### src/rtl/vpa_pkg.sv
package vpa_pkg;

   localparam int unsigned VPA_INSTR_W = 32;
   localparam int unsigned VPA_REG_W   = 5;
   localparam int unsigned VPA_NUM_EW  = 4;
   localparam int unsigned VPA_MIN_EW  = 8;

   // fixed-bit pattern of the three-register pairwise add form
   localparam logic [VPA_INSTR_W-1:0] VPA_FIX_MASK  = 32'hBF20_FC00;
   localparam logic [VPA_INSTR_W-1:0] VPA_FIX_VALUE = 32'h0E20_BC00;

   typedef enum logic [1:0] {
      EW_8  = 2'b00,
      EW_16 = 2'b01,
      EW_32 = 2'b10,
      EW_64 = 2'b11
   } elem_w_e;

   typedef struct packed {
      logic                 hit;
      logic                 full;
      elem_w_e              ew;
      logic [VPA_REG_W-1:0] rd;
      logic [VPA_REG_W-1:0] rn;
      logic [VPA_REG_W-1:0] rm;
      logic                 reserved;
   } vpa_dec_t;

endpackage

### src/rtl/vpa_decode.sv
module vpa_decode
   import vpa_pkg::*;
#(
   parameter int unsigned INSTR_W = 32
) (
   input  logic [INSTR_W-1:0] instr,
   output vpa_dec_t           dec
);

   if (INSTR_W != VPA_INSTR_W) begin : g_bad_width
      $error("vpa_decode: instruction width must be 32");
   end

   always_comb begin
      dec          = '0;
      dec.hit      = ((instr & VPA_FIX_MASK) == VPA_FIX_VALUE);
      dec.full     = instr[30];
      dec.ew       = elem_w_e'(instr[23:22]);
      dec.rm       = instr[20:16];
      dec.rn       = instr[9:5];
      dec.rd       = instr[4:0];
      dec.reserved = !instr[30] && (instr[23:22] == 2'b11);
   end

endmodule

### src/rtl/vpa_join.sv
module vpa_join #(
   parameter int unsigned VLEN = 128
) (
   input  logic              full,
   input  logic [VLEN-1:0]   src_n,
   input  logic [VLEN-1:0]   src_m,
   output logic [2*VLEN-1:0] joined
);

   localparam int unsigned HALF = VLEN / 2;

   if ((VLEN % 2) != 0) begin : g_bad_len
      $error("vpa_join: VLEN must be even");
   end

   // half mode packs both low halves into the low VLEN bits, upper zero
   always_comb begin
      if (full) begin
         joined = {src_m, src_n};
      end else begin
         joined = {{VLEN{1'b0}}, src_m[HALF-1:0], src_n[HALF-1:0]};
      end
   end

endmodule

### src/rtl/vpa_width_sum.sv
module vpa_width_sum #(
   parameter int unsigned VLEN = 128,
   parameter int unsigned EW   = 8
) (
   input  logic [2*VLEN-1:0] joined,
   output logic [VLEN-1:0]   sums
);

   localparam int unsigned LANES = VLEN / EW;

   if ((VLEN % EW) != 0 || EW < 8) begin : g_bad_ew
      $error("vpa_width_sum: EW must divide VLEN and be at least 8");
   end

   for (genvar e = 0; e < LANES; e++) begin : g_lane
      logic [EW-1:0] lo_el;
      logic [EW-1:0] hi_el;
      assign lo_el = joined[(2*e)*EW +: EW];
      assign hi_el = joined[(2*e+1)*EW +: EW];
      // EW-bit sum drops the carry: modulo wrap, nothing crosses lanes
      assign sums[e*EW +: EW] = lo_el + hi_el;
   end

endmodule

### src/rtl/vpair_add_unit.sv
module vpair_add_unit
   import vpa_pkg::*;
#(
   parameter int unsigned VLEN    = 128,
   parameter int unsigned INSTR_W = 32,
   parameter int unsigned REG_W   = 5
) (
   input  logic               clk,
   input  logic               rst_n,
   input  logic [INSTR_W-1:0] instr,
   input  logic               in_valid,
   output logic [REG_W-1:0]   rn_addr,
   output logic [REG_W-1:0]   rm_addr,
   input  logic [VLEN-1:0]    rn_data,
   input  logic [VLEN-1:0]    rm_data,
   output logic               wr_en,
   output logic [REG_W-1:0]   wr_addr,
   output logic [VLEN-1:0]    wr_data,
   output logic               out_valid,
   output logic               illegal
);

   localparam int unsigned HALF = VLEN / 2;

   if (VLEN < 128 || (VLEN % 64) != 0) begin : g_bad_vlen
      $error("vpair_add_unit: VLEN must be a multiple of 64, at least 128");
   end
   if (REG_W != VPA_REG_W) begin : g_bad_regw
      $error("vpair_add_unit: register number width must be 5");
   end

   vpa_dec_t dec;

   vpa_decode #(.INSTR_W(INSTR_W)) u_dec (
      .instr (instr),
      .dec   (dec)
   );

   assign rn_addr = dec.rn;
   assign rm_addr = dec.rm;

   logic [2*VLEN-1:0] joined;

   vpa_join #(.VLEN(VLEN)) u_join (
      .full   (dec.full),
      .src_n  (rn_data),
      .src_m  (rm_data),
      .joined (joined)
   );

   logic [VLEN-1:0] sum_by_ew [VPA_NUM_EW];

   for (genvar w = 0; w < VPA_NUM_EW; w++) begin : g_ew
      vpa_width_sum #(
         .VLEN (VLEN),
         .EW   (VPA_MIN_EW << w)
      ) u_sum (
         .joined (joined),
         .sums   (sum_by_ew[w])
      );
   end

   logic [VLEN-1:0] result;
   logic            accept;

   always_comb begin
      unique case (dec.ew)
         EW_8:    result = sum_by_ew[0];
         EW_16:   result = sum_by_ew[1];
         EW_32:   result = sum_by_ew[2];
         default: result = sum_by_ew[3];
      endcase
   end

   assign accept = dec.hit && !dec.reserved;

   always_ff @(posedge clk or negedge rst_n) begin
      if (!rst_n) begin
         wr_en     <= 1'b0;
         wr_addr   <= '0;
         wr_data   <= '0;
         out_valid <= 1'b0;
         illegal   <= 1'b0;
      end else begin
         out_valid <= in_valid;
         wr_en     <= in_valid && accept;
         illegal   <= in_valid && !accept;
         wr_addr   <= in_valid ? dec.rd : '0;
         wr_data   <= (in_valid && accept) ? result : '0;
      end
   end

   // a word outside the fixed pattern is rejected
   p_nomatch_r1: assert property (@(posedge clk) disable iff (!rst_n)
      (in_valid && ((instr & VPA_FIX_MASK) != VPA_FIX_VALUE)) |=> (illegal && !wr_en));

   // half mode leaves the upper destination half zero
   p_upper_zero_r6: assert property (@(posedge clk) disable iff (!rst_n)
      (in_valid && !instr[30]) |=> (wr_data[VLEN-1:HALF] == '0));

   // reserved width/mode pair never writes
   p_reserved_r7: assert property (@(posedge clk) disable iff (!rst_n)
      (in_valid && !instr[30] && (instr[23:22] == 2'b11)) |=> (illegal && !wr_en));

   // result marker and destination one cycle after the word
   p_latency_r8: assert property (@(posedge clk) disable iff (!rst_n)
      in_valid |=> (out_valid && (wr_addr == $past(instr[4:0]))));

   // idle cycles produce quiet outputs
   p_quiet_r9: assert property (@(posedge clk) disable iff (!rst_n)
      !in_valid |=> (!out_valid && !wr_en && !illegal));

   // data bus stays zero without a write
   p_data_idle_r10: assert property (@(posedge clk) disable iff (!rst_n)
      !wr_en |-> (wr_data == '0));

endmodule

### config.mk
export PLATFORM = sky130hd
export DESIGN_NAME = vpair_add_unit
export DESIGN_NICKNAME = d
export VERILOG_FILES = /design/src/rtl/vpa_pkg.sv /design/src/rtl/vpa_decode.sv /design/src/rtl/vpa_join.sv /design/src/rtl/vpa_width_sum.sv /design/src/rtl/vpair_add_unit.sv
export SDC_FILE = /design/constraint.sdc
export NUM_CORES = 2
export LEC_CHECK = 0
export BUFFER_PORTS_ARGS = -buffer_cell sky130_fd_sc_hd__buf_2
export CORE_MARGIN = 10
export CORE_UTILIZATION = 52
export DETAILED_ROUTE_END_ITERATION = 16
export PLACE_DENSITY_LB_ADDON = 0.25
export SLEW_MARGIN = 10
export SYNTH_ARGS = -nofsm -noshare
export SYNTH_HDL_FRONTEND = slang
export SYNTH_SLANG_ARGS = --single-unit
export TNS_END_PERCENT = 30
### constraint.sdc
create_clock -name clk -period 1.1 [get_ports clk]
set_input_delay 0.165 -clock clk [delete_from_list [all_inputs] [get_ports clk]]
set_output_delay 0.165 -clock clk [all_outputs]
set_load 0.005 [all_outputs]
==> reports/results.tsv, run 1 <==
stage	metric	value	unit
global_route	grt ovf	26	
sta	Worst EP kind	register data pin	
die	I/O pin count	437	
run_status	Failed at	5_1_grt	
global_route	Overall Global Routing Usage	0.6460	
synthesis	ys async rst share	1.000	
clock_tree	Clock Path Buffers	2	
place	Placer Congestion	1.123	
synthesis	Mean Syn Cell Area	7.197	um^2
synthesis	Synth Register Bits	136	
clock_tree	root buffer cell	clkbuf_16	
synthesis	synth warn	0	
synthesis	library cells used by synthesis	95	
clock_tree	CTS H-tree lvls	4	
place	Post-DP Area	0.04700	mm^2
synthesis	Synth Net Count	5138	
synthesis	Post-synth EDFFs	0	
die	Initial Utilization	0.5279	
synthesis	register area share after synthesis	0.1041	
synthesis	ys flop type	dfrtp_1	
place	post-place setup slack	-3.244	ns
synthesis	Synth Instances	4543	
place	Post-DP HPWL	145400	um
global_route	pin count of the biggest net entering global routing	85	
clock_tree	Clock Sinks	136	
run_status	Error	[ERROR GRT-0232] Routing congestion too high. Check the congestion heatmap in the GUI.	
die	die span in x	270.8	um
sta	GRT repair_timing worst endpoint	wr_data[62]$_DFF_PN0_/D	
clock_tree	TritonCTS Buffers	17	
die	chip height	270.8	um
place	port bufs	416	
run_status	status	stopped before the end	
die	std cell rows	91	
synthesis	mapped cell area	0.03270	mm^2
-- through the flow --
step                      cells  setup TNS, ns  utilization  hold slack [ns]
after global placement     7027        -332.38       0.7587           0.1070
after floorplan            4543        -418.92            -          -0.1306
after detailed placement   7027        -336.42       0.7587           0.1115
after CTS                  7208        -241.04       0.8342           0.1365
-- routing by layer --
metal  overflow  GRT usage
met5          0     0.2439
met4         10     0.6141
met3          0     0.4544
met2         16     0.8361
met1          0     0.6528
-- cell usage after synthesis, types with 73 or more instances --
master / number / area [um^2]
clkbuf_1: 226 / 848.3
xnor2_1: 327 / 2864
maj3_1: 90 / 900.9
nor2_1: 375 / 1408
nand2_1: 409 / 1535
dfrtp_1: 136 / 3403
inv_1: 99 / 371.6
o21ai_0: 299 / 1496
a21oi_1: 451 / 2257
a21o_1: 142 / 1066
nand3_1: 94 / 470.5
a31oi_1: 121 / 757.0
xor2_1: 269 / 2356
and2_1: 87 / 544.3
nor3_1: 77 / 385.4
buf_1: 73 / 274.0
ha_1: 289 / 3616
-- logic make-up after synthesis --
kind of cell / after synthesis / synth area share
AO/OA/AOI/OAI: 1548 / 0.3034
adder cells (fa/ha/maj): 402 / 0.1501
flip-flops: 136 / 0.1041
XOR/XNOR: 596 / 0.1597
multiplexers: 101 / 0.04225
buffers and inverters: 458 / 0.05583
AND/OR/NAND/NOR: 1302 / 0.1847
-- what timing repair did --
action                                 in CTS
setup buffers                             148
cloned                                      8
hold buffers                                7
endpoints found under the hold margin     142
pin swaps                                 290
resized for setup                         601
setup endpoints to repair                 265
==> run 2, diff against run 1 <==
--- a/config.mk
+++ b/config.mk
@@ -7,9 +7,9 @@
 export LEC_CHECK = 0
 export BUFFER_PORTS_ARGS = -buffer_cell sky130_fd_sc_hd__buf_2
 export CORE_MARGIN = 10
-export CORE_UTILIZATION = 52
+export CORE_UTILIZATION = 37
 export DETAILED_ROUTE_END_ITERATION = 16
-export PLACE_DENSITY_LB_ADDON = 0.25
+export PLACE_DENSITY_LB_ADDON = 0.15
 export SLEW_MARGIN = 10
 export SYNTH_ARGS = -nofsm -noshare
 export SYNTH_HDL_FRONTEND = slang
==> reports/results.tsv, run 2 <==
stage	metric	value	unit	change
run_status	status	complete, but fails checks		was stopped before the end
run_status	failing checks	setup timing		
cells_and_area	Layout area overhead	67.85	%	
worst_setup_path	Crit Path Class	in -> reg		
cells_and_area	Largest register FFs	128		
cells_and_area	fillers	7763		
power	Combinational Power Share	0.740		
place	post-place setup slack	-3.473	ns	was -3.244 ns
detailed_routing	WL final	198300	um	
power	Lkg Pwr	0.02591	uW	
sta	f_max	0.2739	GHz	
die	Core Area	0.08716	mm^2	
synthesis	Mean Syn Cell Area	7.197	um^2	unchanged
synthesis	mapped cell area	0.03270	mm^2	unchanged
power	Power Dens Cells	793.6	mW/mm^2	
die	die span in x	317.3	um	was 270.8 um
synthesis	commonest cells in the netlist	451 x a21oi_1, 409 x nand2_1, 375 x nor2_1		unchanged
synthesis	Synth Instances	4543		unchanged
die	Die ar.	0.1007	mm^2	
place	dpl cells	7408		was 7027
clock_tree	CTS H-tree lvls	4		unchanged
detailed_routing	via count	44881		
power	clock share of power	0.145		
synthesis	library cells used by synthesis	95		unchanged
cells_and_area	layout cells sized above 1	0.4677		
sta	worst slew pin tran	0.7198	ns	
die	chip height	317.3	um	was 270.8 um
detailed_routing	drt first pass iters	6		
hold_path	HP Class	in -> async		
detailed_routing	Final ANT Viol Nets	0		
cells_and_area	Final Non-Filler Cells	7641		
power	Switch Pwr	19960	uW	
place	Placer Congestion	1.006		was 1.123
synthesis	Synth Net Count	5138		unchanged
sta	Final Hold Fails	0		
synthesis	synth warn	0		unchanged
detailed_routing	routed len/inst	25.95	um	
cells_and_area	commonest non-fill, non-tap cell in the layout	buf_4		
sta	final hold slack	0.04014	ns	
power	Flop pwr share	0.115		
power	Int Power	23590	uW	
sta	PnR worst setup slack	-2.551	ns	
place	port bufs	416		unchanged
synthesis	ys flop type	dfrtp_1		unchanged
die	std cell rows	108		was 91
clock_tree	Clock Path Buffers	2		unchanged
detailed_routing	Via density	5.874		
clock_tree	TritonCTS Buffers	17		unchanged
clock_tree	clock-pin transition on the worst setup and hold timing paths	0.08	ns	
cells_and_area	commonest cells after routing, fill and taps aside	1675 x buf_4, 399 x buf_2, 391 x nand2_1		
worst_setup_path	CP Capture Type	flop		
global_route	first-pass GRT wire length	279400	um	
detailed_routing	Initial DRC Count	4938		
global_route	Overall Global Routing Usage	0.3728		
place	Post-DP HPWL	157500	um	was 145400 um
cells_and_area	area occupied by multi-input gates	0.03174	mm^2	
die	I/O pin count	437		unchanged
worst_setup_path	critical path arrival	4.09	ns	
sta	Slew HR	0.5160		
cells_and_area	FF/Latch Area	0.003403	mm^2	
synthesis	synth top area cells	ha_1 11%, dfrtp_1 10%, xnor2_1 8.8%		unchanged
die	Initial Utilization	0.3751		was 0.5279
global_route	initial antenna violation count	13		
sta	# setup viols final	266		
synthesis	ys async rst share	1.000		unchanged
worst_setup_path	Startpoint Class	primary input		
synthesis	post-synth top area share	0.1106		unchanged
synthesis	Post-synth EDFFs	0		unchanged
power	Max VDD drop	1.463	mV	
synthesis	Synth Register Bits	136		unchanged
cells_and_area	Biggest register	wr_data		
cells_and_area	Largest regs	wr_data: 128 flops, wr_addr: 5 flops		
detailed_routing	drt drc	0		
global_route	grt ovf	0		
power	Final Power	43550	uW	
sta	final slew viol count	0		
sta	min Tclk post-route	3.651	ns	
synthesis	Yosys top cell by area	ha_1		unchanged
synthesis	count leader, synth	a21oi_1		unchanged
worst_setup_path	Req. time, crit path	1.54	ns	
clock_tree	Clock Sinks	136		unchanged
cells_and_area	final net count	7062		
global_route	pin count of the biggest net entering global routing	49		
global_route	number of global-route vias before repair	42773		
synthesis	register area share after synthesis	0.1041		unchanged
clock_tree	CTS tree	built		
sta	Tcrit/Tclk final	3.319		
worst_setup_path	CP max FO	7		
power	sw frac	0.4582		
run	max-cap violations	0		
sta	RSZ-0062 raised after global routing	yes		
clock_tree	root buffer cell	clkbuf_16		unchanged
[run 2: cell counts after synthesis]
Identical to the previous run, type by type.
[run 2: cell families after synthesis]
| logic type | after synthesis | share of synthesized area |
|---|---|---|
| AO/OA/AOI/OAI | 1548 | 0.3034 |
| XOR/XNOR | 596 | 0.1597 |
| adder cells (fa/ha/maj) | 402 | 0.1501 |
| buffers and inverters | 458 | 0.05583 |
| flip-flops | 136 | 0.1041 |
| multiplexers | 101 | 0.04225 |
| AND/OR/NAND/NOR | 1302 | 0.1847 |
[run 2: what timing repair did]
item | CTS | global route
pin swaps | 333 | 308
buffers inserted | 134 | 101
gates cloned | 5 | 2
endpoints found under the hold margin | 142 | 0
hold buffers | 7 | 0
setup endpoints to repair | 266 | 266
resized for setup | 642 | 341
[run 2: power by group through the flow]
| stage | Sequential [uW] | Clock (uW) | Combinational (uW) |
|---|---|---|---|
| after CTS | 5010 | 6420 | 29700 |
| after global placement | 5110 | 0 | 26900 |
| after floorplan | 5110 | 0 | 14000 |
| after global routing | 5010 | 6500 | 34100 |
| after detailed placement | 5110 | 0 | 26900 |
| final | 5010 | 6330 | 32200 |
[run 2: final timing paths]
path / startpoint / to / depth (start not counted)
worst min-delay path: rst_n / wr_data[76] / 2
min in group clk: in_valid / wr_en / 4
worst max-delay path: instr[30] / wr_data[114] / 23
max in group asynchronous: rst_n / wr_data[58] / 3
[run 2: layer usage]
layer,GRT usage,part of all wire
met1,0.4668,0.39
met2,0.5922,0.44
met3,0.06537,0.092
met4,0.2258,0.075
met5,0,0.00047
[run 2: worst max-delay path, cell delays in order]
cell	delay [ns]
buf_16	0.13
buf_16	0.15
buf_12	0.13
buf_12	0.12
and2_4	0.17
ha_4	0.17
buf_6	0.11
ha_4	0.16
a21oi_4	0.13
o21ai_2	0.07
maj3_2	0.35
a21oi_4	0.21
o221ai_4	0.18
a31oi_4	0.22
o221a_4	0.23
nor2_4	0.04
o21a_1	0.22
a32oi_4	0.33
buf_6	0.14
buf_6	0.09
o31ai_4	0.07
xor2_2	0.21
a221oi_2	0.28
[run 2: through the flow]
| step | area (um^2) | TNS, ns | util |
|---|---|---|---|
| finish | 54880 | -266.66 | 0.6296 |
| global route | 54870 | -280.37 | 0.6295 |
| CTS | 52660 | -257.02 | 0.6042 |
| detailed placement | 48020 | -339.63 | 0.5509 |
| global placement | 48020 | -336.81 | 0.5509 |
| floorplan | 33120 | -418.92 | - |
[run 2: area by class of cell]
class,count,area share
antenna,6,0.0002736
sequential,136,0.06202
clock buffer,18,0.008003
inverter,101,0.007159
timing repair buffer,2262,0.3158
tap,1155,0.02633
clock inverter,14,0.002075
multi-input combinational,3949,0.5784
Power figures use the tool's default switching activity.
